`config.mk`:
```
export PLATFORM = sky130hd
export DESIGN_NAME = lcd_i2c_rx
export DESIGN_NICKNAME = d
export VERILOG_FILES = /design/src/rtl/lcd_i2c_rx_pkg.sv /design/src/rtl/lcd_i2c_rx_deglitch.sv /design/src/rtl/lcd_i2c_rx_cond.sv /design/src/rtl/lcd_i2c_rx_fsm.sv /design/src/rtl/lcd_i2c_rx.sv
export SDC_FILE = /design/constraint.sdc
export NUM_CORES = 1
export LEC_CHECK = 0
export BUFFER_PORTS_ARGS = -buffer_cell sky130_fd_sc_hd__buf_2
export CAP_MARGIN = 10
export CORE_UTILIZATION = 30
export CTS_BUF_LIST = sky130_fd_sc_hd__clkbuf_16
export CTS_CLUSTER_SIZE = 28
export DETAILED_ROUTE_END_ITERATION = 10
export PLACE_DENSITY_LB_ADDON = 0.25
export SLEW_MARGIN = 20
export SYNTH_ARGS = -nofsm -noshare
export SYNTH_HDL_FRONTEND = slang
export SYNTH_SLANG_ARGS = --single-unit
```
`constraint.sdc`:
```
create_clock -name clk -period 3.05 [get_ports clk]
set_input_delay 0.305 -clock clk [delete_from_list [all_inputs] [get_ports clk]]
set_output_delay 0.305 -clock clk [all_outputs]
set_load 0.005 [all_outputs]
```
`src/rtl/lcd_i2c_rx_pkg.sv`:
```
package lcd_i2c_rx_pkg;
  localparam int BYTE_W = 8;
  localparam int CNT_W  = $clog2(BYTE_W + 1);

  typedef enum logic [1:0] {
    RX_IDLE,
    RX_ADDR,
    RX_DATA,
    RX_SKIP
  } rx_state_e;
endpackage

```
`src/rtl/lcd_i2c_rx_deglitch.sv`:
```
module lcd_i2c_rx_deglitch #(
  parameter int SYNC_STAGES = 2,
  parameter int FILT_LEN    = 3
) (
  input  logic clk,
  input  logic rst_n,
  input  logic raw_i,
  output logic clean_o
);
  logic [SYNC_STAGES-1:0] sync_q;
  logic [FILT_LEN-1:0]    win_q;
  logic                   clean_q;

  // Idle bus level is high, so everything resets to 1.
  always_ff @(posedge clk or negedge rst_n) begin
    if (!rst_n) begin
      sync_q  <= '1;
      win_q   <= '1;
      clean_q <= 1'b1;
    end else begin
      sync_q <= {sync_q[SYNC_STAGES-2:0], raw_i};
      win_q  <= {win_q[FILT_LEN-2:0], sync_q[SYNC_STAGES-1]};
      if (&win_q)       clean_q <= 1'b1;
      else if (~|win_q) clean_q <= 1'b0;
    end
  end

  assign clean_o = clean_q;

  AST_FILT_CONFIRMED: assert property (@(posedge clk) disable iff (!rst_n)
    !$stable(clean_q) |-> ($past(sync_q[SYNC_STAGES-1], 2) == clean_q));
endmodule

```
`src/rtl/lcd_i2c_rx_cond.sv`:
```
module lcd_i2c_rx_cond (
  input  logic clk,
  input  logic rst_n,
  input  logic scl_i,
  input  logic sda_i,
  output logic scl_rise_o,
  output logic scl_fall_o,
  output logic start_o,
  output logic stop_o
);
  logic scl_q, sda_q;

  always_ff @(posedge clk or negedge rst_n) begin
    if (!rst_n) begin
      scl_q <= 1'b1;
      sda_q <= 1'b1;
    end else begin
      scl_q <= scl_i;
      sda_q <= sda_i;
    end
  end

  always_comb begin
    scl_rise_o = scl_i & ~scl_q;
    scl_fall_o = ~scl_i & scl_q;
    start_o    = scl_i & scl_q & sda_q & ~sda_i;
    stop_o     = scl_i & scl_q & ~sda_q & sda_i;
  end
endmodule

```
`src/rtl/lcd_i2c_rx_fsm.sv`:
```
module lcd_i2c_rx_fsm
  import lcd_i2c_rx_pkg::*;
#(
  parameter logic [5:0] ADDR_HI = 6'b011100
) (
  input  logic              clk,
  input  logic              rst_n,
  input  logic              sda_i,
  input  logic              scl_rise_i,
  input  logic              scl_fall_i,
  input  logic              start_i,
  input  logic              stop_i,
  input  logic              addr_sel_i,
  output logic              sda_oe_o,
  output logic              rx_valid_o,
  output logic [BYTE_W-1:0] rx_data_o,
  output logic              rx_first_o,
  output logic              xfer_end_o
);
  rx_state_e         st_q;
  logic [CNT_W-1:0]  cnt_q;
  logic [BYTE_W-1:0] sh_q;
  logic              ack_q, oe_q, valid_q, first_q, first_pend_q, end_q;
  logic [BYTE_W-1:0] data_q;
  logic              addr_hit;
  logic              in_byte;

  assign addr_hit = (sh_q == {ADDR_HI, addr_sel_i, 1'b0});
  assign in_byte  = (st_q == RX_ADDR) || (st_q == RX_DATA);

  always_ff @(posedge clk or negedge rst_n) begin
    if (!rst_n) begin
      st_q         <= RX_IDLE;
      cnt_q        <= '0;
      sh_q         <= '0;
      ack_q        <= 1'b0;
      oe_q         <= 1'b0;
      valid_q      <= 1'b0;
      data_q       <= '0;
      first_q      <= 1'b0;
      first_pend_q <= 1'b0;
      end_q        <= 1'b0;
    end else begin
      valid_q <= 1'b0;
      first_q <= 1'b0;
      end_q   <= 1'b0;
      if (start_i) begin
        // A START, repeated or not, always restarts address reception.
        st_q  <= RX_ADDR;
        cnt_q <= '0;
        ack_q <= 1'b0;
        oe_q  <= 1'b0;
      end else if (stop_i) begin
        end_q <= (st_q == RX_DATA);
        st_q  <= RX_IDLE;
        cnt_q <= '0;
        ack_q <= 1'b0;
        oe_q  <= 1'b0;
      end else if (in_byte) begin
        if (ack_q) begin
          // The acknowledge slot ends on the ninth falling edge.
          if (scl_fall_i) begin
            ack_q <= 1'b0;
            oe_q  <= 1'b0;
            cnt_q <= '0;
          end
        end else if (cnt_q != CNT_W'(BYTE_W)) begin
          if (scl_rise_i) begin
            sh_q  <= {sh_q[BYTE_W-2:0], sda_i};
            cnt_q <= cnt_q + CNT_W'(1);
          end
        end else if (scl_fall_i) begin
          if (st_q == RX_ADDR) begin
            if (addr_hit) begin
              st_q         <= RX_DATA;
              ack_q        <= 1'b1;
              oe_q         <= 1'b1;
              first_pend_q <= 1'b1;
            end else begin
              st_q <= RX_SKIP;
            end
          end else begin
            ack_q        <= 1'b1;
            oe_q         <= 1'b1;
            valid_q      <= 1'b1;
            data_q       <= sh_q;
            first_q      <= first_pend_q;
            first_pend_q <= 1'b0;
          end
        end
      end
    end
  end

  assign sda_oe_o   = oe_q;
  assign rx_valid_o = valid_q;
  assign rx_data_o  = data_q;
  assign rx_first_o = first_q;
  assign xfer_end_o = end_q;

  AST_OE_RISE_ON_FALL: assert property (@(posedge clk) disable iff (!rst_n)
    $rose(oe_q) |-> $past(scl_fall_i));
  AST_OE_FALL_CAUSE: assert property (@(posedge clk) disable iff (!rst_n)
    $fell(oe_q) |-> $past(scl_fall_i || start_i || stop_i));
  AST_NO_READ_ACK: assert property (@(posedge clk) disable iff (!rst_n)
    ($rose(oe_q) && ($past(st_q) == RX_ADDR)) |-> !$past(sh_q[0]));
  AST_VALID_ON_FALL: assert property (@(posedge clk) disable iff (!rst_n)
    valid_q |-> $past(scl_fall_i));
  AST_VALID_PULSE: assert property (@(posedge clk) disable iff (!rst_n)
    valid_q |=> !valid_q);
  AST_END_ON_STOP: assert property (@(posedge clk) disable iff (!rst_n)
    end_q |-> $past(stop_i));
  AST_END_PULSE: assert property (@(posedge clk) disable iff (!rst_n)
    end_q |=> !end_q);
endmodule

```
`src/rtl/lcd_i2c_rx.sv`:
```
module lcd_i2c_rx
  import lcd_i2c_rx_pkg::*;
#(
  parameter logic [5:0] ADDR_HI     = 6'b011100,
  parameter int         SYNC_STAGES = 2,
  parameter int         FILT_LEN    = 3,
  parameter int         SUBADDR_W   = 3
) (
  input  logic                 clk,
  input  logic                 rst_n,
  input  logic                 scl_i,
  input  logic                 sda_i,
  output logic                 sda_oe,
  input  logic                 addr_sel_i,
  input  logic [SUBADDR_W-1:0] subaddr_i,
  output logic [SUBADDR_W-1:0] subaddr_o,
  output logic                 rx_valid,
  output logic [BYTE_W-1:0]    rx_data,
  output logic                 rx_first,
  output logic                 xfer_end
);
  localparam int NUM_LINES = 2;

  logic [NUM_LINES-1:0] line_raw, line_clean;
  logic scl_rise, scl_fall, cond_start, cond_stop;
  logic [SUBADDR_W-1:0] subaddr_q;

  assign line_raw = {sda_i, scl_i};

  for (genvar g = 0; g < NUM_LINES; g++) begin : g_line
    lcd_i2c_rx_deglitch #(
      .SYNC_STAGES(SYNC_STAGES),
      .FILT_LEN   (FILT_LEN)
    ) u_flt (
      .clk    (clk),
      .rst_n  (rst_n),
      .raw_i  (line_raw[g]),
      .clean_o(line_clean[g])
    );
  end

  lcd_i2c_rx_cond u_cond (
    .clk       (clk),
    .rst_n     (rst_n),
    .scl_i     (line_clean[0]),
    .sda_i     (line_clean[1]),
    .scl_rise_o(scl_rise),
    .scl_fall_o(scl_fall),
    .start_o   (cond_start),
    .stop_o    (cond_stop)
  );

  lcd_i2c_rx_fsm #(
    .ADDR_HI(ADDR_HI)
  ) u_fsm (
    .clk       (clk),
    .rst_n     (rst_n),
    .sda_i     (line_clean[1]),
    .scl_rise_i(scl_rise),
    .scl_fall_i(scl_fall),
    .start_i   (cond_start),
    .stop_i    (cond_stop),
    .addr_sel_i(addr_sel_i),
    .sda_oe_o  (sda_oe),
    .rx_valid_o(rx_valid),
    .rx_data_o (rx_data),
    .rx_first_o(rx_first),
    .xfer_end_o(xfer_end)
  );

  always_ff @(posedge clk or negedge rst_n) begin
    if (!rst_n) subaddr_q <= '0;
    else        subaddr_q <= subaddr_i;
  end
  assign subaddr_o = subaddr_q;

  AST_NO_OE_ON_STOP: assert property (@(posedge clk) disable iff (!rst_n)
    cond_stop |=> !sda_oe);
  AST_START_CLEARS_END: assert property (@(posedge clk) disable iff (!rst_n)
    cond_start |=> !xfer_end);
endmodule

```
==> impl_metrics.toml, run 1 <==
[yosys]
synth_edf_count = 0
synth_cells = 125
synth_flop_cell = "dfrtp_1"
synth_seq_cells = 45
syn_avg_cell_area_um2 = 14.21
synth_cell_types = 37
syn-num-nets = 137
ys_top_cells_by_area = "dfrtp_1 44%, dfstp_2 21%, mux2_2 10%"
yosysSeqAreaShare_pct = 64.37
synth_top_cell_by_area = "dfrtp_1"
yosysWarnings = 0
syn_area_um2 = 1777
synthDominantCellAreaShare_pct = 43.66
synthArstFlopShare_pct = 100.0

[global_routing]
grt_max_degree = 46
busiest_layer = "met2"
grt_overflow_total = 0
grt_pass1_wl_um = 5050
antenna_found_initial = 0
grt_util_met3_pct = 3.563
gr-usage-all-layers_pct = 10.71
grtUsageMet1_pct = 12.49
gr-usage-met2_pct = 18.00
grt_pass1_vias = 1106

[cts]
cts.sinks = 45
cts_resized = 0
clkLatencyLatePin_ps = 280
cts_setup_buffers = 0
clk_pin_slew_ps = 60
cts_buffer_depth = 2
cts_tree = "built"
cts_root_buffer = "clkbuf_16"
cts_buffers = 5
h-tree-depth = 2

[worst_setup_path]
r2r_cells = 5
crit_end = "u_fsm.rx_data_o[2]"
critPathMaxStageDelay_ps = 530
r2r-end = "u_fsm.rx_data_o[2]"
slowest_stage = "nor4_4"
cp_max_fo = 11
cp.arrival_ps = 2520
timing.critical_path.required_ps = 3220
cp_num_cells = 5
path_buf_inv = 1
r2r_slack_ps = 700
crit_type = "flip-flop to flip-flop"
critical-path-top-delay-family = "simple AND/OR/NAND/NOR gates"
cp-start-kind = "flip-flop"
r2r_start = "u_fsm.st_q[0]"
timing.critical_path.cells = "inv_1 > ha_1 > or3b_1 > nor4_4 > mux2_2"
crit_path_end_kind = "flip-flop"
crit_start = "u_fsm.st_q[0]"

[finish]
fin_nets = 166
fillCellCount = 557
area_growth_pct = 20.70
instances_no_fill = 227
drive_gt1_share_pct = 43.23
diodes = 0
design_area_um2 = 2145

[placed_design]
dpl_worst_slack_ps = 667.4
dp.cells = 217
postPlaceCellArea_um2 = 1964
portBuffers = 22
gp_congestion = 0.7480
dp_hpwl_um = 2017

[detailed_routing]
drt_first_iter_violations = 93
ant_nets = 0
drtPass1Iterations = 4
routed_wl_um = 2946
drc = 0
via_count = 1050
wire_per_inst_um = 12.98
vias_per_cell = 4.626

[die]
die_h_um = 78.96
io-pin-count = 23
initial_core_util_pct = 31.68
core_area_um2 = 5608
die_w_um = 78.96
dieArea_um2 = 6234
num_rows = 27

[sta]
hold_violations = 0
min_period_ps = 2352
worst_pin_slew_ps = 668.3
max_slew_margin_pct = 55.11
fmax_mhz = 425.1
setup_viol = 0
rsz0062_at_grt = "false"
timing.final.crit_share_pct = 77.12
skew_ps = 5.406
holdWs_ps = 114.0
setup_ws_ps = 697.9
setup_tns_ps = 0
drv_slew = 0

[power]
pwr-share-comb_pct = 15.4
swShare_pct = 27.15
p_leak_nw = 0.9923
p_clk_share_pct = 34.4
p_seq_share_pct = 50.2
internal-power_mw = 1.131
peakVddDrop_mv = 0.3590
switchingPower_uw = 421.7
power_density_nw_per_um2 = 724.2

[hold_path]
hp-class = "input port to flip-flop"

[flow_run]
max_cap_violations = 0

[status]
status = "completed"
## through the flow
step                      power (mW)  utilization [%]
final                          1.553            38.24
after global routing           1.651            38.24
after CTS                      1.580            37.71
after detailed placement       1.030            35.03
after global placement         1.013            35.03
after floorplan               0.9496                -
## worst min-delay path by stage
| stage | to | slack (ps) | startpoint | depth (start not counted) |
|---|---|---|---|---|
| after floorplan | subaddr_o[0] | 9 | rst_n | 0 |
| after global placement | g_line[1].u_flt.win_q[0] | 350 | g_line[1].u_flt.sync_q[1] | 0 |
| after detailed placement | g_line[0].u_flt.sync_q[1] | 350 | g_line[0].u_flt.sync_q[0] | 0 |
| after CTS | g_line[1].u_flt.sync_q[0] | 100 | sda_i | 1 |
| after global routing | g_line[1].u_flt.sync_q[0] | 90 | sda_i | 1 |
| final | g_line[1].u_flt.sync_q[0] | 110 | sda_i | 1 |
## flip-flops by register name (all words and copies together) (netlist names), 2 cells and up
signal                cells
g_line.u_flt.win_q        6
g_line.u_flt.clean_o      2
subaddr_o                 3
u_fsm.cnt_q               4
u_fsm.sh_q                8
u_fsm.st_q                2
g_line.u_flt.sync_q       4
u_fsm.rx_data_o           8
## routing by layer
layer  wire, µm  part of all wire, %
met5          0                    0
met4          0                    0
met3        107                  3.6
met2       1512                   51
met1       1327                   45
## power by group through the flow
stage / Clock, mW / Sequential (mW) / Combinational (mW)
final: 0.534 / 0.780 / 0.239
after global routing: 0.590 / 0.794 / 0.268
after CTS: 0.561 / 0.780 / 0.239
after detailed placement: 0 / 0.792 / 0.237
after global placement: 0 / 0.785 / 0.228
after floorplan: 0 / 0.762 / 0.188
## layout by cell type (no fill, tap or decap), types with 2 or more instances in the layout
cell,netlist,final
clkbuf_16,0,5
xnor2_1,2,2
ha_1,4,4
nand3b_1,2,2
buf_2,1,22
mux2_2,16,16
a21oi_1,3,3
nand2_1,4,4
nor4bb_1,2,2
nor2_1,3,3
a31o_2,2,2
o21ai_0,5,5
inv_6,0,2
inv_1,9,9
dfstp_2,14,14
nor3_1,3,3
nand3_1,3,3
dfrtp_1,31,31
## repair_timing
| item | in CTS | in global routing |
|---|---|---|
| endpoints found under the setup margin | 0 | 0 |
| endpoints found under the hold margin | 0 | 14 |
| hold buffers | 0 | 1 |
## kinds of logic (layout without fill, tap and decap cells)
| family | Yosys count | after routing | share of synthesized area, % |
|---|---|---|---|
| XOR/XNOR | 3 | 3 | 1.479 |
| AND/OR/NAND/NOR | 27 | 27 | 11.13 |
| multiplexers | 17 | 17 | 10.70 |
| adder cells (fa/ha/maj) | 4 | 4 | 2.817 |
| buffers and inverters | 11 | 41 | 2.605 |
| flip-flops | 45 | 45 | 64.37 |
| AO/OA/AOI/OAI | 18 | 18 | 6.902 |
## cell type report
cell class                 instances  area [µm²]  share of cell area, %
timing repair buffer              24       140.1                  6.534
tap                               72       90.09                  4.201
sequential                        45        1144                  53.33
multi-input combinational         69       586.8                  27.36
clock inverter                     3       25.02                  1.167
clock buffer                       5       125.1                  5.834
inverter                           9       33.78                  1.575
## worst reg2reg max path, delay by kind of cell (launching register included)
family / cells / cell delay [ps]
AND/OR/NAND/NOR: 2 / 1010
multiplexers: 1 / 410
adder cells (fa/ha/maj): 1 / 400
flip-flops: 1 / 370
buffers and inverters: 1 / 50
## synthesized netlist by cell type, types with 2 or more instances
cell	count
ha_1	4
dfstp_2	14
nor3_1	3
nor2_1	3
nand3b_1	2
dfrtp_1	31
mux2_2	16
inv_1	9
a31o_2	2
nor4bb_1	2
a21oi_1	3
o21ai_0	5
nand3_1	3
nand2_1	4
xnor2_1	2
Note: power is estimated with default switching activity, not from simulation.
==> inputs of run 2 (changes only) <==
clock period = 2.2 ns   (was 3.05 ns; I/O delays follow)
==> impl_metrics.toml, run 2 (same netlist as run 1, synthesis figures left out) <==
[status]
status = "completed"

[die]
die_h_um = 78.96
initial_core_util_pct = 31.68
core_area_um2 = 5608
die_w_um = 78.96
dieArea_um2 = 6234
io-pin-count = 23
num_rows = 27

[sta]
holdWs_ps = 30.83
fmax_mhz = 488.3
setup_viol = 0
min_period_ps = 2048
hold_violations = 0
setup_tns_ps = 0
drv_slew = 0
skew_ps = 2.930
max_slew_margin_pct = 42.70
worst_pin_slew_ps = 859.6
timing.final.crit_share_pct = 93.10
rsz0062_at_grt = "false"

[flow_run]
max_cap_violations = 0

[hold_path]
worstHoldStart = "scl_i"
holdPathStages = 1
hp-class = "input port to flip-flop"
hold_path_end = "g_line[0].u_flt.sync_q[0]"

[worst_setup_path]
timing.critical_path.required_ps = 2370
crit_type = "flip-flop to flip-flop"
cp_max_fo = 11
r2r-end = "u_fsm.rx_data_o[5]"
cp.arrival_ps = 2220
timing.critical_path.cells = "inv_1 > ha_1 > or3b_1 > nor4_4 > buf_4 > mux2_2"
r2r_slack_ps = 150
r2r_start = "u_fsm.st_q[0]"
slowest_stage = "or3b_1"
crit_path_end_kind = "flip-flop"
cp-start-kind = "flip-flop"
r2r_cells = 6
critPathMaxStageDelay_ps = 460

[finish]
area_growth_pct = 22.11
fin_nets = 169
diodes = 0
drive_gt1_share_pct = 44.30
utilization_pct = 38.69
layout_common_cells = "31 x dfrtp_1, 22 x buf_2, 16 x mux2_2, 14 x dfstp_2, 10 x inv_1"
layout_commonest_cell = "dfrtp_1"

[global_routing]
grt_overflow_total = 0
grt_pass1_vias = 1214
antenna_found_initial = 0
grt_pass1_wl_um = 5506
grt_max_degree = 41
gr-usage-all-layers_pct = 11.68

[placed_design]
gp_congestion = 0.7611
portBuffers = 22
dp_hpwl_um = 2127

[detailed_routing]
drc = 0
drt_first_iter_violations = 37
routed_wl_um = 3044
vias_per_cell = 4.609
drtPass1Iterations = 4
wire_per_inst_um = 13.23
ant_nets = 0
via_count = 1060

[cts]
cts.sinks = 45
clkLatencyLatePin_ps = 280
cts_tree = "built"
cts_buffers = 5
h-tree-depth = 2
cts_setup_buffers = 0
ctsHoldBuffers = 0
cts_buffer_depth = 2
cts_resized = 0
cts_root_buffer = "clkbuf_16"
clk_pin_slew_ps = 60

[power]
p_total_mw = 2.262
p_leak_nw = 1.018
peakVddDrop_mv = 0.4273
power_density_nw_per_um2 = 1043
## run 2: cell type report
class                      instances  area (µm²)
multi-input combinational         69       586.8
fill                             553        3438
timing repair buffer              27       147.6
sequential                        45        1144
inverter                           9       33.78
clock buffer                       5       125.1
tap                               72       90.09
clock inverter                     3       42.54
## run 2: routing by layer
| metal | part of all wire, % | GRT usage [%] | vias to the layer above |
|---|---|---|---|
| met4 | 2.0 | 5.455 | 0 |
| met5 | 0 | 0 | - |
| met1 | 47 | 13.67 | 530 |
| met2 | 48 | 20.09 | 18 |
| met3 | 3.3 | 2.874 | 6 |
| li1 | - | - | 506 |
## run 2: worst max-delay path by stage
stage,start,end,slack [ps],cells after the start
global route,u_fsm.st_q[0],u_fsm.rx_data_o[5],70,6
detailed placement,u_fsm.st_q[0],u_fsm.rx_data_o[3],180,6
finish,u_fsm.st_q[0],u_fsm.rx_data_o[5],150,6
global placement,u_fsm.st_q[0],u_fsm.rx_data_o[6],250,6
floorplan,u_fsm.st_q[0],u_fsm.rx_data_o[1],140,7
CTS,u_fsm.st_q[0],u_fsm.rx_data_o[3],160,6
## run 2: per-stage QoR
| step | area, µm² | cells | setup WS (ps) |
|---|---|---|---|
| final | 2170 | 230 | 151.9 |
| after global placement | 2002 | 222 | 253.4 |
| after global routing | 2170 | 230 | 65.13 |
| after detailed placement | 2002 | 222 | 177.6 |
| after floorplan | 1777 | 125 | 143.0 |
| after CTS | 2170 | 230 | 161.5 |
## run 2: where the power goes
| part | switching [mW] | leakage [nW] | internal [mW] |
|---|---|---|---|
| Clock | 0.299 | 0.0852 | 0.533 |
| Sequential | 0.116 | 0.553 | 0.961 |
| Combinational | 0.162 | 0.380 | 0.190 |
| Total | 0.577 | 1.02 | 1.68 |
## run 2: worst max-delay path: cells and delay by family, from the launching register on
kind	cells	cell delay, ps
muxes	1	350
buffers and inverters	2	290
adders and majority gates	1	300
DFF	1	380
and+or+nand+nor	2	620
